`src/rtl/steer_pkg.sv`:
```
package steer_pkg;

    localparam int WORD_W     = 32;
    localparam int GROUP_IN   = 64;
    localparam int MAX_OUT    = 8;
    localparam int REG_ADDR_W = 8;

    typedef enum logic [2:0] {
        RK_CHAN,
        RK_MASK,
        RK_SET,
        RK_STAT,
        RK_MDIS,
        RK_MSTAT,
        RK_NONE
    } reg_kind_e;

    typedef struct packed {
        reg_kind_e kind;
        logic [7:0] idx;
    } reg_sel_t;

    // Decode a word address into register kind and bank word index.
    function automatic reg_sel_t decode_addr(input logic [REG_ADDR_W-1:0] addr, input int nw);
        reg_sel_t s;
        int a;
        a = int'(addr);
        s.kind = RK_NONE;
        s.idx  = '0;
        if (a == 0) begin
            s.kind = RK_CHAN;
        end else if (a <= nw) begin
            s.kind = RK_MASK;
            s.idx  = 8'(a - 1);
        end else if (a <= 2 * nw) begin
            s.kind = RK_SET;
            s.idx  = 8'(a - 1 - nw);
        end else if (a <= 3 * nw) begin
            s.kind = RK_STAT;
            s.idx  = 8'(a - 1 - 2 * nw);
        end else if (a == 3 * nw + 1) begin
            s.kind = RK_MDIS;
        end else if (a == 3 * nw + 2) begin
            s.kind = RK_MSTAT;
        end
        return s;
    endfunction

    // Bank word that holds a given input number.
    function automatic int word_of_input(input int n, input int nw);
        return nw - 1 - n / WORD_W;
    endfunction

endpackage

```
`src/rtl/steer_regs.sv`:
```
module steer_regs
    import steer_pkg::*;
#(
    parameter int NW   = 3,
    parameter int NOUT = 2
) (
    input  logic                       clk,
    input  logic                       rst,
    input  logic                       wr_en,
    input  reg_sel_t                   sel,
    input  logic [WORD_W-1:0]          wdata,
    output logic [WORD_W-1:0]          chan_q,
    output logic [NW-1:0][WORD_W-1:0]  mask_q,
    output logic [NW-1:0][WORD_W-1:0]  set_q,
    output logic [NOUT-1:0]            mdis_q
);

    always_ff @(posedge clk) begin
        if (rst) begin
            chan_q <= '0;
            mdis_q <= '0;
        end else if (wr_en) begin
            if (sel.kind == RK_CHAN) chan_q <= wdata;
            if (sel.kind == RK_MDIS) mdis_q <= wdata[NOUT-1:0];
        end
    end

    for (genvar w = 0; w < NW; w++) begin : g_word
        always_ff @(posedge clk) begin
            if (rst) begin
                mask_q[w] <= '0;
                set_q[w]  <= '0;
            end else if (wr_en && sel.idx == 8'(w)) begin
                if (sel.kind == RK_MASK) mask_q[w] <= wdata;
                if (sel.kind == RK_SET)  set_q[w]  <= wdata;
            end
        end
    end

endmodule

```
`src/rtl/steer_pend.sv`:
```
module steer_pend
    import steer_pkg::*;
#(
    parameter int NIN  = 96,
    parameter int NW   = 3,
    parameter int NOUT = 2
) (
    input  logic [NIN-1:0]             irq_in,
    input  logic [NW-1:0][WORD_W-1:0]  mask_q,
    input  logic [NW-1:0][WORD_W-1:0]  set_q,
    output logic [NW-1:0][WORD_W-1:0]  stat_w,
    output logic [NOUT-1:0]            grp_any
);

    // Word w holds inputs 32*(NW-1-w) .. 32*(NW-1-w)+31.
    for (genvar w = 0; w < NW; w++) begin : g_stat
        assign stat_w[w] = (irq_in[WORD_W*(NW-1-w) +: WORD_W] | set_q[w]) & mask_q[w];
    end

    // Group k covers the words holding inputs 64k..64k+63.
    for (genvar k = 0; k < NOUT; k++) begin : g_grp
        localparam int WLO = NW - 1 - 2 * k;
        if (2 * k + 1 < NW) begin : g_full
            assign grp_any[k] = (|stat_w[WLO]) | (|stat_w[WLO-1]);
        end else begin : g_half
            assign grp_any[k] = |stat_w[WLO];
        end
    end

endmodule

```
`src/rtl/irq_steer_agg.sv`:
```
module irq_steer_agg
    import steer_pkg::*;
#(
    parameter int NUM_IN = 96
) (
    input  logic                                clk,
    input  logic                                rst,
    input  logic [NUM_IN-1:0]                   irq_in,
    input  logic                                reg_en,
    input  logic                                reg_we,
    input  logic [REG_ADDR_W-1:0]               reg_addr,
    input  logic [WORD_W-1:0]                   reg_wdata,
    output logic [WORD_W-1:0]                   reg_rdata,
    output logic [(NUM_IN+GROUP_IN-1)/GROUP_IN-1:0] irq_out
);

    localparam int NW   = NUM_IN / WORD_W;
    localparam int NOUT = (NUM_IN + GROUP_IN - 1) / GROUP_IN;

    reg_sel_t                  sel;
    logic                      wr_en;
    logic [WORD_W-1:0]         chan_q;
    logic [NW-1:0][WORD_W-1:0] mask_q;
    logic [NW-1:0][WORD_W-1:0] set_q;
    logic [NOUT-1:0]           mdis_q;
    logic [NW-1:0][WORD_W-1:0] stat_w;
    logic [NOUT-1:0]           grp_any;
    logic [WORD_W-1:0]         rd_mux;

    assign sel   = decode_addr(reg_addr, NW);
    assign wr_en = reg_en & reg_we;

    steer_regs #(.NW(NW), .NOUT(NOUT)) regs_i (
        .clk    (clk),
        .rst    (rst),
        .wr_en  (wr_en),
        .sel    (sel),
        .wdata  (reg_wdata),
        .chan_q (chan_q),
        .mask_q (mask_q),
        .set_q  (set_q),
        .mdis_q (mdis_q)
    );

    steer_pend #(.NIN(NUM_IN), .NW(NW), .NOUT(NOUT)) pend_i (
        .irq_in  (irq_in),
        .mask_q  (mask_q),
        .set_q   (set_q),
        .stat_w  (stat_w),
        .grp_any (grp_any)
    );

    always_comb begin
        rd_mux = '0;
        case (sel.kind)
            RK_CHAN:  rd_mux = chan_q;
            RK_MDIS:  rd_mux = WORD_W'(mdis_q);
            RK_MSTAT: rd_mux = WORD_W'(grp_any);
            RK_MASK, RK_SET, RK_STAT: begin
                for (int w = 0; w < NW; w++) begin
                    if (sel.idx == 8'(w)) begin
                        if (sel.kind == RK_MASK)     rd_mux = mask_q[w];
                        else if (sel.kind == RK_SET) rd_mux = set_q[w];
                        else                         rd_mux = stat_w[w];
                    end
                end
            end
            default:  rd_mux = '0;
        endcase
    end

    always_ff @(posedge clk) begin
        if (rst) begin
            reg_rdata <= '0;
            irq_out   <= '0;
        end else begin
            if (reg_en && !reg_we) reg_rdata <= rd_mux;
            irq_out <= (chan_q != '0) ? (grp_any & ~mdis_q) : '0;
        end
    end

endmodule

```
`config.mk`:
```
export PLATFORM = sky130hd
export DESIGN_NAME = irq_steer_agg
export DESIGN_NICKNAME = d
export VERILOG_FILES = /design/src/rtl/steer_pkg.sv /design/src/rtl/steer_regs.sv /design/src/rtl/steer_pend.sv /design/src/rtl/irq_steer_agg.sv
export SDC_FILE = /design/constraint.sdc
export NUM_CORES = 1
export LEC_CHECK = 0
export BUFFER_PORTS_ARGS = -buffer_cell sky130_fd_sc_hd__buf_2
export CORE_MARGIN = 10
export CORE_UTILIZATION = 34
export CTS_CLUSTER_DIAMETER = 200
export DETAILED_ROUTE_END_ITERATION = 7
export SLEW_MARGIN = 20
export SYNTH_ARGS = -nofsm -noshare
export SYNTH_HDL_FRONTEND = slang
export SYNTH_HIERARCHICAL = 1
export SYNTH_SLANG_ARGS = --single-unit
```
`constraint.sdc`:
```
create_clock -name clk -period 4 [get_ports clk]
set_clock_uncertainty 0.15 [all_clocks]
set_input_delay 0.2 -clock clk [delete_from_list [all_inputs] [get_ports clk]]
set_output_delay 0.2 -clock clk [all_outputs]
set_load 0.1 [all_outputs]
```
# Word level (Yosys, flattened, before mapping)
# Index checks and enable logic that the tools add are counted.
# op_classes
muxes,18
magnitude_cmp,3
n_reduce_logical,22
bitwise,11
n_addsub,3
eq_ne,9
# ops
operator,n
$mux 32,9
$pmux 32 s4,1
$and 32x32->32,3
$or 32x32->32,3
$reduce_or 32->1,3
$reduce_bool 32->1,1
$mux 11,2
$eq 8x5->1 const B,2
$logic_not 8->1,2
$mux 8,2
$reduce_and 2->1,8
$mux 3,3
$eq 8x1->1 const B,1
$eq 8x2->1 const B,1
$le 8x2->1 const B,1
$le 8x3->1 const B,1
$le 8x4->1 const B,1
$sub 8x1->8 const B,1
$sub 8x3->8 const B,1
$sub 8x4->8 const B,1
$eq 3x2->1 const B,2
$eq 3x3->1 const B,2
$logic_and 1x1->1,4
$eq 3x1->1 const B,1
other kinds (10),10
# totals
ff_bits,260
word_cells,76
in_bits,140
out_inout_bits,34

# Depth between registers and ports, before layout
# Gate-level depths: netlist (run 1).
# depth
depth_word,14
mapped_depth,16
ltp_nobuf,14

# Hierarchy
# Netlist (run 1), hierarchy kept.
# by_module_without_submodules
module,area_per_inst_um2,seq_area_each_um2,n_inst,cells_each
steer_regs,8759.7,4524.3,1,809
irq_steer_agg,5029.8,680.7,1,674
steer_pend,929.6,0.0,1,128

# Least setup slack after synthesis (run 1)
# OpenSTA, ideal clock, no wires.
# synth_path
path_kind,input -> register
from,input port reg_addr[0]
to,register regs_i/mask_q[33] (netlist bit)
slack_ns,0.644
n_path_buf,5
path_stages,14
required_time_ns,3.778
arrival_time_ns,3.134
setup_ns,0.072
cell_sequence,clkbuf_1 -> inv_1 -> ha_1 -> nor2b_1 -> clkbuf_1 -> clkbuf_1 -> buf_1 -> o21ai_0 -> a2111oi_0 -> a31o_2 -> nor4_4 -> nand3_2 -> buf_2 -> mux2i_1
# synth_lines
item,line,rtl
"start, declared",irq_steer_agg.sv:11,"input logic [REG_ADDR_W-1:0] reg_addr,"
"end signal, assigned by index",steer_regs.sv:34,if (sel.kind == RK_MASK) mask_q[w] <= wdata;
"end, declared",steer_regs.sv:13,"output logic [NW-1:0][WORD_W-1:0] mask_q,"

==> results of run 1 <==
[through the flow]
step,hold slack [ns],worst slack [ns]
after floorplan,0.186,0.644
after global placement,0.290,0.495
after detailed placement,0.299,0.440
after CTS,0.0298,0.540
after global routing,0.120,0.249
final,0.0554,0.507
[sequential cells by signal, summed over array words and instances (netlist names)]
| signal | count |
|---|---|
| regs_i/mask_q | 96 |
| regs_i/set_q | 96 |
| regs_i/chan_q | 32 |
| regs_i/mdis_q | 2 |
| irq_out | 2 |
| reg_rdata | 32 |
[per-layer routing]
layer,up-vias,track usage,share of wire
met3,103,0.0370,0.064
met4,0,0.0810,0.040
met1,6777,0.275,0.43
li1,6300,-,-
met2,581,0.343,0.46
met5,-,0,0
[cell usage in the layout (no fill, tap or decap), types with 39 or more instances in the layout]
cell,count
a22oi_1,64
mux2i_1,227
nor2_1,43
nand2b_1,229
buf_2,172
a211oi_1,64
dfxtp_1,260
a21oi_1,39
o41a_1,64
o21a_1,96
o21ai_1,40
nand2_1,106
[report_power, final]
| part | internal (W) | switching [W] | leakage, nW |
|---|---|---|---|
| registers | 0.00259 | 0.00000143 | 2.09 |
| logic | 0.000169 | 0.000339 | 4.62 |
| clock network | 0.00164 | 0.00113 | 0.483 |
| total | 0.00440 | 0.00147 | 7.20 |
[worst max path at each step]
stage / from / end / cells past startpoint
floorplan: reg_addr[0] / regs_i/mask_q[33] / 14
global placement: reg_addr[0] / regs_i/mask_q[40] / 16
detailed placement: reg_addr[0] / regs_i/mask_q[46] / 16
CTS: reg_addr[0] / regs_i/chan_q[7] / 11
global route: reg_addr[0] / regs_i/chan_q[7] / 11
finish: reg_addr[0] / regs_i/chan_q[0] / 11
[what timing repair did]
item                                   4_1_cts  5_1_grt
gates resized for setup                      0        0
hold buffers                                36        0
endpoints found under the hold margin      151        0
[cell families (layout without fill, tap and decap cells)]
group,count (synthesis),in the layout,synth area share
AO/OA/AOI/OAI,485,485,0.251
AND/OR/NAND/NOR,469,469,0.183
flip-flops,260,260,0.354
multiplexers,227,227,0.154
buffers and inverters,160,314,0.0506
adder cells (fa/ha/maj),7,7,0.00595
XOR/XNOR,3,3,0.00179
[final cells by class]
type / instances / area (um^2) / area share
well taps: 585 / 732 / 0.0419
multi-input cells: 1191 / 8820 / 0.504
clock buffers: 41 / 841 / 0.0481
flip-flops and latches: 260 / 5200 / 0.298
clock inverters: 10 / 125 / 0.00716
inverters: 10 / 37.5 / 0.00215
repair buffers: 253 / 1730 / 0.0987
[cells in the mapped netlist, drive strengths merged (3+ instances only)]
| cell type | number |
|---|---|
| dfxtp | 260 |
| nand2b | 229 |
| mux2i | 227 |
| nand2 | 107 |
| o21a | 97 |
| clkbuf | 96 |
| o21ai | 72 |
| a211oi | 64 |
| a22oi | 64 |
| o41a | 64 |
| buf | 54 |
| nor2 | 45 |
| a21oi | 40 |
| nor4 | 36 |
| o2111ai | 33 |
| o32ai | 32 |
| nand4 | 12 |
| inv | 9 |
| ha | 7 |
| nor3 | 7 |
| nand3 | 4 |
| nor2b | 4 |
| nor4b | 4 |
| or2 | 4 |
| a31o | 3 |
| a32oi | 3 |
| and3 | 3 |
| nor3b | 3 |
| nor4bb | 3 |
[critical path, cell delays in order]
cell,delay [ns]
buf_2,0.21
inv_1,0.11
ha_1,0.30
buf_4,0.20
or2_1,0.29
nor3_1,0.22
o21ai_0,0.28
or4b_2,1.13
nand2_1,0.17
a21oi_1,0.08
dlygate4sd3_1,0.59
==> reports/metrics.csv, run 1 <==
metric,value,unit
overflow,0,
ant_nets,0,
synth_top_cell_area_share,0.354,
post_drt_wl_per_cell,24.8,um
die-area,52000,um^2
rr_worst_depth,8,
rsz0062_at_grt,false,
max_freq,286,MHz
avgSynthCellArea,9.14,um^2
p_leak,7.20,nW
design.core.area,43000,um^2
cp.required,4.30,ns
arrival,3.79,ns
min_to,reg_rdata[1],
area_delta_synth_final,18.8,%
syn-num-nets,1758,
clkLatencyLatePin,0.57,ns
setup_tns,0,ns
status,"finished, final reports clean",
clockBufferDepth,3,
ys.flop_type,dfxtp_1,
ys_warn_count,6,
cp_max_fo,32,
netlist_area,14700,um^2
drive_gt1_frac,0.167,
setup_viol,0,
placed_cells,2263,
min_path_type,input pin to flop,
grt_pass1_wl,86900,um
worstHoldStart,reg_en,
io_buffers,173,
numCtsBuffers,29,
first_global_vias,13600,
initial_core_util,0.342,
period_minus_slack,3.49,ns
cp-end-kind,flop,
start_kind,input pin,
layout.cells.non_filler,2350,
worst_pin_slew,0.768,ns
synthTopCellsByArea,"dfxtp_1 35%, mux2i_1 15%, nand2b_1 9.7%",
powerDensity,336,nW/um^2
rows,76,
diodes,0,
placed_area,16200,um^2
grt_max_degree,161,
layout.nets,1892,
ys_seq_elements,260,
ys_seq_area_frac,0.354,
slew_violations,0,
cts.htree.levels,1,
antenna_found_initial,0,
clockRootBuffer,clkbuf_16,
critPathKind,input pin to flop,
maxCapViolations,0,
max-slew-margin-rel,0.488,
drc,0,
cts_setup_buffers,0,
p_total,0.00587,W
synth_cells,1611,
synth.distinct_cells,58,
post-route-period-util,0.873,
grt.total_usage,0.211,
min_path_cells,5,
first_pass_iters,7,
r2r_end,reg_rdata[0],
io_pins,174,
routed_via_density,5.86,
cts_tree,yes,
ir_drop,0.278,mV
hold_violations,0,
timing.rr.start,regs_i/set_q[57],
r2r_slack,1.11,ns
die_w,228,um
yosysTopAreaCell,dfxtp_1,
via_count,13800,
cts.reportedPaths.clkPinSlew,0.06,ns
ys_async_sr_fraction,0,
final_util,0.407,
drt-total-wl,58300,um
drt_iter0_drc,1245,
clock-sinks,260,
gp_congestion,0.905,
final_area,17500,um^2
synth-edff-count,0,
die_height,228,um
place_hpwl,39800,um
num-fill-cells,4331,
(Power assumes the default switching activity.)
==> inputs of run 2 (changes only) <==
- PLACE_DENSITY: unset -> 0.61
- clock period: 4 -> 3.5 ns (I/O delays scaled with it)
==> reports/metrics.csv, run 2 (synthesized netlist as in run 1, its figures left out) <==
metric,value,unit,change
status,"finished, final reports clean",,unchanged
multiInputGateArea,8820,um^2,about the same
routed_via_density,5.79,,was 5.86
clockBufferDepth,3,,unchanged
min_path_type,input pin to flop,,unchanged
placed_cells,2299,,"was 2,263"
place_hpwl,41200,um,"was 39,800 um"
placed_area,16500,um^2,"was 16,200 um^2"
num-fill-cells,4265,,"was 4,331"
overflow,0,,unchanged
cts_setup_buffers,0,,unchanged
clock-sinks,260,,unchanged
worst_pin_slew,0.740,ns,was 0.768 ns
post_cts_resized,0,,unchanged
max_freq,326,MHz,
die_w,228,um,unchanged
antenna_found_initial,2,,was 0
slew_violations,0,,unchanged
grt_max_degree,166,,was 161
ant_nets,0,,unchanged
start_kind,input pin,,unchanged
design.core.area,43000,um^2,unchanged
first_global_vias,13800,,"was 13,600"
setup_tns,0,ns,unchanged
die-area,52000,um^2,unchanged
p_total,0.00673,W,was 0.00587 W
final_area,18000,um^2,"was 17,500 um^2"
io_buffers,173,,unchanged
max-slew-margin-rel,0.502,,was 0.488
layout.nets,1943,,"was 1,892"
layout_commonest_cell,dfxtp_1,,unchanged
initial_core_util,0.342,,unchanged
rsz0062_at_grt,false,,unchanged
seqCellArea,5200,um^2,unchanged
clockRootBuffer,clkbuf_16,,unchanged
clkLatencyLatePin,0.57,ns,about the same
via_count,13900,,"was 13,800"
io_pins,174,,unchanged
top_regs,"regs_i/mask_q x96, regs_i/set_q x96",,unchanged
maxCapViolations,0,,unchanged
cts_tree,yes,,unchanged
drc,0,,unchanged
period_minus_slack,3.07,ns,
area_delta_synth_final,22.6,%,was 18.8%
drt-total-wl,58700,um,"was 58,300 um"
cp.required,3.80,ns,was 4.30 ns
post_drt_wl_per_cell,24.4,um,was 24.8 um
die_height,228,um,unchanged
hold_violations,0,,unchanged
drive_gt1_frac,0.183,,was 0.167
post-route-period-util,0.877,,
r2r_slack,0.59,ns,was 1.11 ns
cp_max_fo,19,,was 32
gp_congestion,0.891,,was 0.905
p_leak,7.55,nW,was 7.20 nW
grt.total_usage,0.213,,was 0.211
ir_drop,0.313,mV,was 0.278 mV
layout.cells.non_filler,2404,,"was 2,350"
setup_viol,0,,unchanged
powerDensity,373,nW/um^2,was 336 nW/um^2
numCtsBuffers,28,,was 29
rows,76,,unchanged
arrival,3.37,ns,was 3.79 ns
hold_buffers,52,,was 36
first_pass_iters,6,,was 7
critPathKind,input pin to flop,,unchanged
cp-end-kind,flop,,unchanged
grt_pass1_wl,87500,um,"was 86,900 um"
cts.reportedPaths.clkPinSlew,0.07,ns,was 0.06 ns
drt_iter0_drc,1404,,"was 1,245"
mostFrequentLayoutCells,"260 x dfxtp_1, 229 x nand2b_1, 227 x mux2i_1",,unchanged
cts.htree.levels,1,,unchanged
## run 2: changes by cell type in the layout (fill, tap and decap cells not counted), moves of 2 or more
cell / delta
buf_4: +27
clkbuf_8: +3
clkinv_2: -2
diode_2: +2
buf_12: +9
dlygate4sd3_1: +16
## run 2: per-stage QoR
step / util / worst slack, ns / hold slack, ns
6_report: 0.420 / 0.430 / 0.0610
5_1_grt: 0.420 / 0.267 / 0.106
4_1_cts: 0.420 / 0.519 / 0.0431
3_5_place_dp: 0.385 / 0.0415 / 0.286
3_3_place_gp: 0.385 / 0.108 / 0.280
2_1_floorplan: - / 0.169 / 0.161
## run 2: layer usage
layer / GRT usage / up-vias / wire length (um)
li1: - / 6393 / -
met1: 0.269 / 6802 / 24400
met2: 0.338 / 607 / 26900
met3: 0.0477 / 122 / 4440
met4: 0.105 / 0 / 2980
met5: 0 / - / 0
## run 2: critical path, stage by stage
cell and delay, ns:
buf_2 0.12, inv_1 0.07, ha_1 0.30, buf_4 0.20, nor2_1 0.24, o22ai_1 0.23
o21a_1 0.34, or4b_2 0.69, buf_4 0.24, nand2_1 0.09, a21oi_1 0.07, dlygate4sd3_1 0.60
## run 2: area by class of cell
type | count | share of cell area
antenna | 2 | 0.000277
clock buffer | 43 | 0.0487
clock inverter | 8 | 0.00520
inverter | 10 | 0.00208
multi-input combinational | 1191 | 0.489
sequential | 260 | 0.289
tap | 585 | 0.0406
timing repair buffer | 305 | 0.126
## run 2: path summary, 6_finish.rpt
| check | startpoint | end | cells past startpoint |
|---|---|---|---|
| setup / recovery | reg_addr[0] | regs_i/chan_q[17] | 12 |
| hold reg to reg | regs_i/mdis_q[0] | irq_out[0] | 1 |
| setup reg to reg | regs_i/set_q[57] | reg_rdata[0] | 8 |
| hold / removal | reg_en | reg_rdata[1] | 5 |
## run 2: power by group
group	switching, W	total, W	internal, W	leakage [nW]
Sequential	0.00000166	0.00296	0.00296	2.09
Combinational	0.000388	0.000596	0.000208	4.97
Clock	0.00131	0.00318	0.00187	0.486
Total	0.00170	0.00673	0.00503	7.55
